File: src/rtl/mls_pkg.sv
package mls_pkg;

  typedef enum logic [1:0] {
    ST_IDLE = 2'd0,
    ST_CYC1 = 2'd1,
    ST_CYC2 = 2'd2
  } seq_state_e;

  localparam logic [1:0] BE_LO   = 2'b01;
  localparam logic [1:0] BE_HI   = 2'b10;
  localparam logic [1:0] BE_BOTH = 2'b11;

endpackage

File: src/rtl/mls_addr_gen.sv
module mls_addr_gen #(
  parameter int SEG_W     = 16,
  parameter int OFF_W     = 16,
  parameter int SEG_SHIFT = 4,
  parameter int ADDR_W    = 20
) (
  input  logic [SEG_W-1:0]  seg,
  input  logic [OFF_W-1:0]  off,
  output logic [ADDR_W-1:0] phys
);

  logic [ADDR_W-1:0] seg_ext;
  logic [ADDR_W-1:0] off_ext;

  // Both terms are truncated to the address width, so the sum wraps.
  assign seg_ext = ADDR_W'(seg) << SEG_SHIFT;
  assign off_ext = ADDR_W'(off);
  assign phys    = seg_ext + off_ext;

endmodule

File: src/rtl/mls_lane_steer.sv
module mls_lane_steer
  import mls_pkg::*;
#(
  parameter int LANE_W = 8
) (
  input  logic                phase2,
  input  logic                is_word,
  input  logic                odd,
  input  logic [2*LANE_W-1:0] wdata,
  input  logic [2*LANE_W-1:0] bus_rdata,
  input  logic [LANE_W-1:0]   held_lo,
  output logic [1:0]          be,
  output logic [2*LANE_W-1:0] bus_wdata,
  output logic [LANE_W-1:0]   first_byte,
  output logic [2*LANE_W-1:0] final_rdata
);

  localparam int NLANE = 2;

  logic [LANE_W-1:0] rd_lane [NLANE];
  logic [LANE_W-1:0] wd_lo;
  logic [LANE_W-1:0] wd_hi;
  logic [LANE_W-1:0] zero_b;

  for (genvar g = 0; g < NLANE; g++) begin : g_lane
    assign rd_lane[g] = bus_rdata[g*LANE_W +: LANE_W];
  end

  assign wd_lo  = wdata[LANE_W-1:0];
  assign wd_hi  = wdata[2*LANE_W-1:LANE_W];
  assign zero_b = '0;

  // Lane enables for the current cycle.
  always_comb begin
    if (!is_word)      be = odd ? BE_HI : BE_LO;
    else if (!odd)     be = BE_BOTH;
    else               be = phase2 ? BE_LO : BE_HI;
  end

  // Write data is placed on its lane; unused lanes carry zero.
  always_comb begin
    if (!is_word)      bus_wdata = odd ? {wd_lo, zero_b} : {zero_b, wd_lo};
    else if (!odd)     bus_wdata = wdata;
    else               bus_wdata = phase2 ? {zero_b, wd_hi} : {wd_lo, zero_b};
  end

  // In a split read, the first cycle keeps the high lane.
  assign first_byte = rd_lane[1];

  always_comb begin
    if (!is_word)      final_rdata = {zero_b, (odd ? rd_lane[1] : rd_lane[0])};
    else if (!odd)     final_rdata = bus_rdata;
    else               final_rdata = {rd_lane[0], held_lo};
  end

endmodule

File: src/rtl/mls_ctrl.sv
module mls_ctrl
  import mls_pkg::*;
#(
  parameter int ADDR_W = 20,
  parameter int LANE_W = 8
) (
  input  logic                clk,
  input  logic                rst_n,
  input  logic                req_valid,
  output logic                req_ready,
  input  logic [ADDR_W-1:0]   in_phys,
  input  logic                in_word,
  input  logic                in_write,
  input  logic [2*LANE_W-1:0] in_wdata,
  input  logic                bus_ready,
  input  logic [LANE_W-1:0]   first_byte,
  input  logic [2*LANE_W-1:0] final_rdata,
  input  logic [1:0]          bus_be,
  input  logic [2*LANE_W-1:0] bus_wdata,
  output logic                bus_cyc,
  output logic                bus_we,
  output logic [ADDR_W-1:0]   bus_addr,
  output logic                phase2,
  output logic                word_q,
  output logic                odd_q,
  output logic [2*LANE_W-1:0] wdata_q,
  output logic [LANE_W-1:0]   held_lo,
  output logic                rsp_valid,
  output logic [2*LANE_W-1:0] rsp_rdata
);

  localparam int DATA_W = 2 * LANE_W;

  seq_state_e        st_q;
  logic [ADDR_W-1:0] phys_q;
  logic              write_q;
  logic              split;
  logic              last_cyc;
  logic [ADDR_W-1:0] base_addr;
  logic [ADDR_W-1:0] next_addr;

  assign odd_q     = phys_q[0];
  assign split     = word_q & odd_q;
  assign last_cyc  = (st_q == ST_CYC2) || !split;
  assign base_addr = {phys_q[ADDR_W-1:1], 1'b0};
  assign next_addr = base_addr + ADDR_W'(2);

  assign req_ready = (st_q == ST_IDLE);
  assign bus_cyc   = (st_q != ST_IDLE);
  assign phase2    = (st_q == ST_CYC2);
  assign bus_we    = bus_cyc & write_q;
  assign bus_addr  = phase2 ? next_addr : base_addr;

  always_ff @(posedge clk or negedge rst_n) begin
    if (!rst_n) begin
      st_q      <= ST_IDLE;
      phys_q    <= '0;
      word_q    <= 1'b0;
      write_q   <= 1'b0;
      wdata_q   <= '0;
      held_lo   <= '0;
      rsp_valid <= 1'b0;
      rsp_rdata <= '0;
    end else begin
      rsp_valid <= 1'b0;
      unique case (st_q)
        ST_IDLE: begin
          if (req_valid) begin
            phys_q  <= in_phys;
            word_q  <= in_word;
            write_q <= in_write;
            wdata_q <= in_wdata;
            st_q    <= ST_CYC1;
          end
        end
        ST_CYC1, ST_CYC2: begin
          if (bus_ready) begin
            if (!last_cyc) begin
              held_lo <= first_byte;
              st_q    <= ST_CYC2;
            end else begin
              rsp_valid <= 1'b1;
              rsp_rdata <= write_q ? DATA_W'(0) : final_rdata;
              st_q      <= ST_IDLE;
            end
          end
        end
        default: st_q <= ST_IDLE;
      endcase
    end
  end

  AST_BUSY_NO_ACCEPT: assert property (@(posedge clk) disable iff (!rst_n)
    bus_cyc |-> !req_ready);

  AST_HOLD_WHILE_WAIT: assert property (@(posedge clk) disable iff (!rst_n)
    (bus_cyc && !bus_ready) |=> (bus_cyc && $stable(bus_addr) && $stable(bus_be)
                                 && $stable(bus_we) && $stable(bus_wdata)));

  AST_DONE_ONE_PULSE: assert property (@(posedge clk) disable iff (!rst_n)
    rsp_valid |=> !rsp_valid);

  AST_DONE_AFTER_READY: assert property (@(posedge clk) disable iff (!rst_n)
    rsp_valid |-> ($past(bus_cyc && bus_ready) && !bus_cyc));

  AST_SPLIT_SECOND: assert property (@(posedge clk) disable iff (!rst_n)
    (st_q == ST_CYC1 && bus_ready && word_q && odd_q) |=> (bus_cyc && !rsp_valid));

endmodule

File: src/rtl/mem_lane_seq.sv
module mem_lane_seq
  import mls_pkg::*;
#(
  parameter int SEG_W     = 16,
  parameter int OFF_W     = 16,
  parameter int SEG_SHIFT = 4,
  parameter int ADDR_W    = 20,
  parameter int LANE_W    = 8
) (
  input  logic                clk,
  input  logic                rst_n,
  input  logic                req_valid,
  output logic                req_ready,
  input  logic [SEG_W-1:0]    req_seg,
  input  logic [OFF_W-1:0]    req_off,
  input  logic                req_word,
  input  logic                req_write,
  input  logic [2*LANE_W-1:0] req_wdata,
  output logic                rsp_valid,
  output logic [2*LANE_W-1:0] rsp_rdata,
  output logic                bus_cyc,
  output logic                bus_we,
  output logic [ADDR_W-1:0]   bus_addr,
  output logic [1:0]          bus_be,
  output logic [2*LANE_W-1:0] bus_wdata,
  input  logic [2*LANE_W-1:0] bus_rdata,
  input  logic                bus_ready
);

  localparam int DATA_W = 2 * LANE_W;

  logic [ADDR_W-1:0] phys;
  logic              phase2;
  logic              word_q;
  logic              odd_q;
  logic [DATA_W-1:0] wdata_q;
  logic [LANE_W-1:0] held_lo;
  logic [LANE_W-1:0] first_byte;
  logic [DATA_W-1:0] final_rdata;

  mls_addr_gen #(
    .SEG_W(SEG_W), .OFF_W(OFF_W), .SEG_SHIFT(SEG_SHIFT), .ADDR_W(ADDR_W)
  ) addr_i (
    .seg (req_seg),
    .off (req_off),
    .phys(phys)
  );

  mls_ctrl #(.ADDR_W(ADDR_W), .LANE_W(LANE_W)) ctrl_i (
    .clk        (clk),
    .rst_n      (rst_n),
    .req_valid  (req_valid),
    .req_ready  (req_ready),
    .in_phys    (phys),
    .in_word    (req_word),
    .in_write   (req_write),
    .in_wdata   (req_wdata),
    .bus_ready  (bus_ready),
    .first_byte (first_byte),
    .final_rdata(final_rdata),
    .bus_be     (bus_be),
    .bus_wdata  (bus_wdata),
    .bus_cyc    (bus_cyc),
    .bus_we     (bus_we),
    .bus_addr   (bus_addr),
    .phase2     (phase2),
    .word_q     (word_q),
    .odd_q      (odd_q),
    .wdata_q    (wdata_q),
    .held_lo    (held_lo),
    .rsp_valid  (rsp_valid),
    .rsp_rdata  (rsp_rdata)
  );

  mls_lane_steer #(.LANE_W(LANE_W)) steer_i (
    .phase2     (phase2),
    .is_word    (word_q),
    .odd        (odd_q),
    .wdata      (wdata_q),
    .bus_rdata  (bus_rdata),
    .held_lo    (held_lo),
    .be         (bus_be),
    .bus_wdata  (bus_wdata),
    .first_byte (first_byte),
    .final_rdata(final_rdata)
  );

  AST_EVEN_WORD_BOTH: assert property (@(posedge clk) disable iff (!rst_n)
    (bus_cyc && word_q && !odd_q) |-> (bus_be == BE_BOTH));

  AST_SECOND_ADDR_STEP: assert property (@(posedge clk) disable iff (!rst_n)
    (bus_cyc && phase2 && !$past(phase2)) |-> (bus_addr == $past(bus_addr) + ADDR_W'(2)));

  AST_ONE_LANE_BYTE: assert property (@(posedge clk) disable iff (!rst_n)
    (bus_cyc && !word_q) |-> ($countones(bus_be) == 1));

endmodule

File: config.mk
export PLATFORM = sky130hd
export DESIGN_NAME = mem_lane_seq
export DESIGN_NICKNAME = d
export VERILOG_FILES = /design/src/rtl/mls_pkg.sv /design/src/rtl/mls_addr_gen.sv /design/src/rtl/mls_lane_steer.sv /design/src/rtl/mls_ctrl.sv /design/src/rtl/mem_lane_seq.sv
export SDC_FILE = /design/constraint.sdc
export NUM_CORES = 1
export LEC_CHECK = 0
export BUFFER_PORTS_ARGS = -buffer_cell sky130_fd_sc_hd__buf_4
export CORE_MARGIN = 5
export CORE_UTILIZATION = 50
export CTS_BUF_LIST = sky130_fd_sc_hd__clkbuf_8
export DETAILED_ROUTE_END_ITERATION = 16
export PLACE_DENSITY = 0.78
export SLEW_MARGIN = 20
export SYNTH_ARGS = -nofsm -noshare
export SYNTH_HDL_FRONTEND = slang
export SYNTH_HIERARCHICAL = 1
export SYNTH_SLANG_ARGS = --single-unit
File: constraint.sdc
create_clock -name clk -period 2.6 [get_ports clk]
set_input_delay 0.39 -clock clk [delete_from_list [all_inputs] [get_ports clk]]
set_output_delay 0.39 -clock clk [all_outputs]
set_load 0.03 [all_outputs]
==> flow_metrics.py <==
metrics = {
    "logic_synthesis": {
        "netlist.area_leader.share_pct": 36.8,
        "ys_seq_area_share_pct": 36.8,
        "syn_area_um2": 4420,
        "synth_top_flop_cell": "dfrtp_1",
        "async_reset_ff_share_pct": 100,
        "synth_cells": 442,
        "yosys_register_bits": 65,
        "synth_top_area_cell": "dfrtp_1",
        "synth_most_common_cell": "dfrtp_1",
        "yosysUniqueCellTypes": 55,
        "ys_warn_count": 6,
        "synthTopCellsByCount": "dfrtp_1, nand2_1, mux2_2",
        "synth_edf_count": 0,
        "synthTopCellsByArea": "dfrtp_1, mux2_2, ha_1, nand2_1, xnor2_1",
        "synthesis.nets": 530,
        "synth.avg_cell_area_um2": 9.99,
    },
    "place": {
        "placed_cell_area_um2": 5290,
        "dp_hpwl_um": 7830,
        "port_buffers": 126,
        "gp_congestion": 0.869,
    },
    "worst_setup_path": {
        "required_ns": 2.21,
        "critPathKind": "flop to output port",
        "critical_path.cell_chain": "inv_2, ha_4, nand3_2, nor4_4, nand3_1, xnor2_2, buf_4",
        "cp_data_arrival_time_ns": 2.09,
        "cp_max_fo": 6,
        "critPathLaunchType": "flop",
        "crit_buf_inv": 2,
        "worst_path_max_delay_cell": "dfrtp_1",
        "slowest_delay_ns": 0.40,
        "critPathCaptureType": "output port",
        "crit_family": "simple AND/OR/NAND/NOR gates",
    },
    "global_routing": {
        "grt.total_usage_pct": 18.8,
        "grtUsageMet2_pct": 32.2,
        "met1_usage_pct": 22.9,
        "antenna_found_initial": 0,
        "gr-max-usage-layer": "met2",
        "use_met3_pct": 4.53,
        "grt_max_degree": 66,
        "first_global_vias": 3623,
        "grt.overflow.total": 0,
        "grt_pass1_wl_um": 17000,
    },
    "power_and_ir_drop": {
        "power_density_nw_per_um2": 1200,
        "comb_power_share_pct": 59.0,
        "clockPowerShare_pct": 12.2,
        "switching_share_pct": 45.2,
        "internal_power_mw": 3.66,
        "p_sw_mw": 3.03,
        "seq_power_share_pct": 28.8,
        "p_leak_nw": 2.65,
        "peakVddDrop_mv": 0.438,
    },
    "detailed_routing": {
        "vias_per_cell": 5.36,
        "drt-total-wl_um": 10400,
        "first_pass_iters": 4,
        "post-route-drc-count": 0,
        "antenna_left": 0,
        "drt-initial-drc-count": 94,
        "vias": 3598,
        "wire_per_inst_um": 15.4,
    },
    "final_layout": {
        "antennaDiodeCount": 0,
        "multi_input_area_um2": 2510,
        "finalInstanceArea_um2": 5570,
        "nets": 646,
        "drive_above_1_share_pct": 37.8,
        "area_growth_pct": 26.2,
        "fin_util_pct": 64.2,
        "final.fill_count": 721,
        "seq_area_um2": 1630,
    },
    "clock_tree": {
        "clkSinkCount": 65,
        "clk_pin_slew_ns": 0.07,
        "htree_levels": 3,
        "root_buffer": "clkbuf_8",
        "numCtsBuffers": 9,
        "clkLatencyLatePin_ns": 0.33,
        "cts_tree": "yes",
        "cts_max_path_buffers": 2,
    },
    "sta": {
        "finalCriticalPeriod_ns": 2.48,
        "tightest_slew_ns": 0.828,
        "relSlewSlack_pct": 44.8,
        "setup_viol": 0,
        "skew_ns": 0.0117,
        "fin_hold_ws_ns": 0.157,
        "hold_viol_final": 0,
        "finalCritPeriodShare_pct": 95.2,
        "slew_violations": 0,
        "fmax_ghz": 0.404,
    },
    "floorplan": {
        "die-area_um2": 10800,
        "num_rows": 34,
        "die_y_um": 104,
        "core-area_um2": 8680,
        "die_w_um": 104,
        "floorplan.initialDensity_pct": 50.9,
        "io_pins": 128,
    },
    "run": {
        "cap_violations": 0,
    },
    "run_status": {
        "run_status": "complete, no violations",
    },
    "hold_path": {
        "hold_class": "input pin to asynchronous set/reset pin",
    },
}
==> state kept, by name (all words and copies together) (netlist names) <==
name and count:
ctrl_i/write_q 1, ctrl_i/phys_q 20, ctrl_i/rsp_rdata 16, ctrl_i/rsp_valid 1, ctrl_i/held_lo 8, ctrl_i/word_q 1
ctrl_i/st_q 2, ctrl_i/wdata_q 16
==> metrics by stage <==
stage	std cells	power, mW	TNS (ns)	worst slack (ns)
2_1_floorplan	442	4.68	0	0.168
3_3_place_gp	649	5.70	0	0.149
3_5_place_dp	649	5.83	0	0.0946
4_1_cts	666	6.68	0	0.0461
5_1_grt	671	7.13	-0.00395	-0.00395
6_report	671	6.69	0	0.124
==> worst paths after layout <==
check                                     start                   end  slack, ns  depth (start not counted)
setup / recovery                 ctrl_i/st_q[0]          bus_addr[15]       0.12                          7
hold / removal                            rst_n   ctrl_i/rsp_rdata[2]       0.16                          1
setup reg to reg                 ctrl_i/st_q[0]     ctrl_i/held_lo[0]       0.72                          6
hold reg to reg            ctrl_i/rsp_rdata[11]  ctrl_i/rsp_rdata[11]       0.48                          2
max in group asynchronous                 rst_n    ctrl_i/wdata_q[11]       1.89                          1
min in group clk                     req_off[1]      ctrl_i/phys_q[1]       0.29                          2
==> per-layer routing <==
layer  part of all wire, %  routed length [µm]
met5                     0                   0
met4                   1.6                 167
met3                   5.8                 603
met2                    51                5270
met1                    42                4310
==> power by group through the flow <==
stage                     sequential [mW]  combinational (mW)  clock [mW]
after floorplan                      2.00                2.68           0
after global placement               1.90                3.80           0
after detailed placement             1.94                3.89           0
after CTS                            1.92                3.92       0.846
after global routing                 2.00                4.24       0.885
final                                1.93                3.95       0.813
==> area by class of cell <==
type / instances / share of cell area (%)
multi-input cells: 324 / 45.0
inverters: 20 / 1.35
well taps: 108 / 2.43
repair buffers: 138 / 18.6
flip-flops and latches: 65 / 29.2
clock buffers: 10 / 2.47
clock inverters: 6 / 0.921
==> logic make-up (layout without fill, tap and decap cells) <==
| kind of cell | Yosys count | count (layout) | share of synthesized area (%) |
|---|---|---|---|
| mux | 63 | 63 | 15.6 |
| compound gates | 81 | 81 | 13.2 |
| fa+ha+maj | 18 | 18 | 5.27 |
| xor+xnor | 27 | 27 | 5.36 |
| other cells | 1 | 1 | 0.0849 |
| buf+inv | 53 | 174 | 7.40 |
| flops | 65 | 65 | 36.8 |
| simple gates | 134 | 134 | 16.2 |
==> timing repair <==
action                     4_1_cts  5_1_grt
hold buffers                     0        0
pin swaps                        2        1
resized for setup                3        5
setup endpoints to repair        5        6
buffers inserted                 1        5
==> placed cells by master, fill, tap and decap left out, types with 3 or more instances in the layout <==
| master | instances |
|---|---|
| a21o_1 | 5 |
| a21oi_1 | 19 |
| a22o_1 | 8 |
| and3_1 | 3 |
| buf_4 | 138 |
| clkbuf_8 | 10 |
| dfrtp_1 | 65 |
| ha_1 | 16 |
| inv_1 | 22 |
| mux2_1 | 3 |
| mux2_2 | 44 |
| mux2i_1 | 16 |
| nand2_1 | 45 |
| nand2b_1 | 19 |
| nand3_1 | 12 |
| nand4_1 | 6 |
| nor2_1 | 18 |
| nor2b_1 | 11 |
| o211ai_1 | 3 |
| o21ai_0 | 17 |
| o21ai_1 | 3 |
| o22ai_1 | 8 |
| or3_1 | 3 |
| xnor2_1 | 18 |
| xor2_1 | 7 |
No activity file was read; power rests on OpenSTA's default activity.
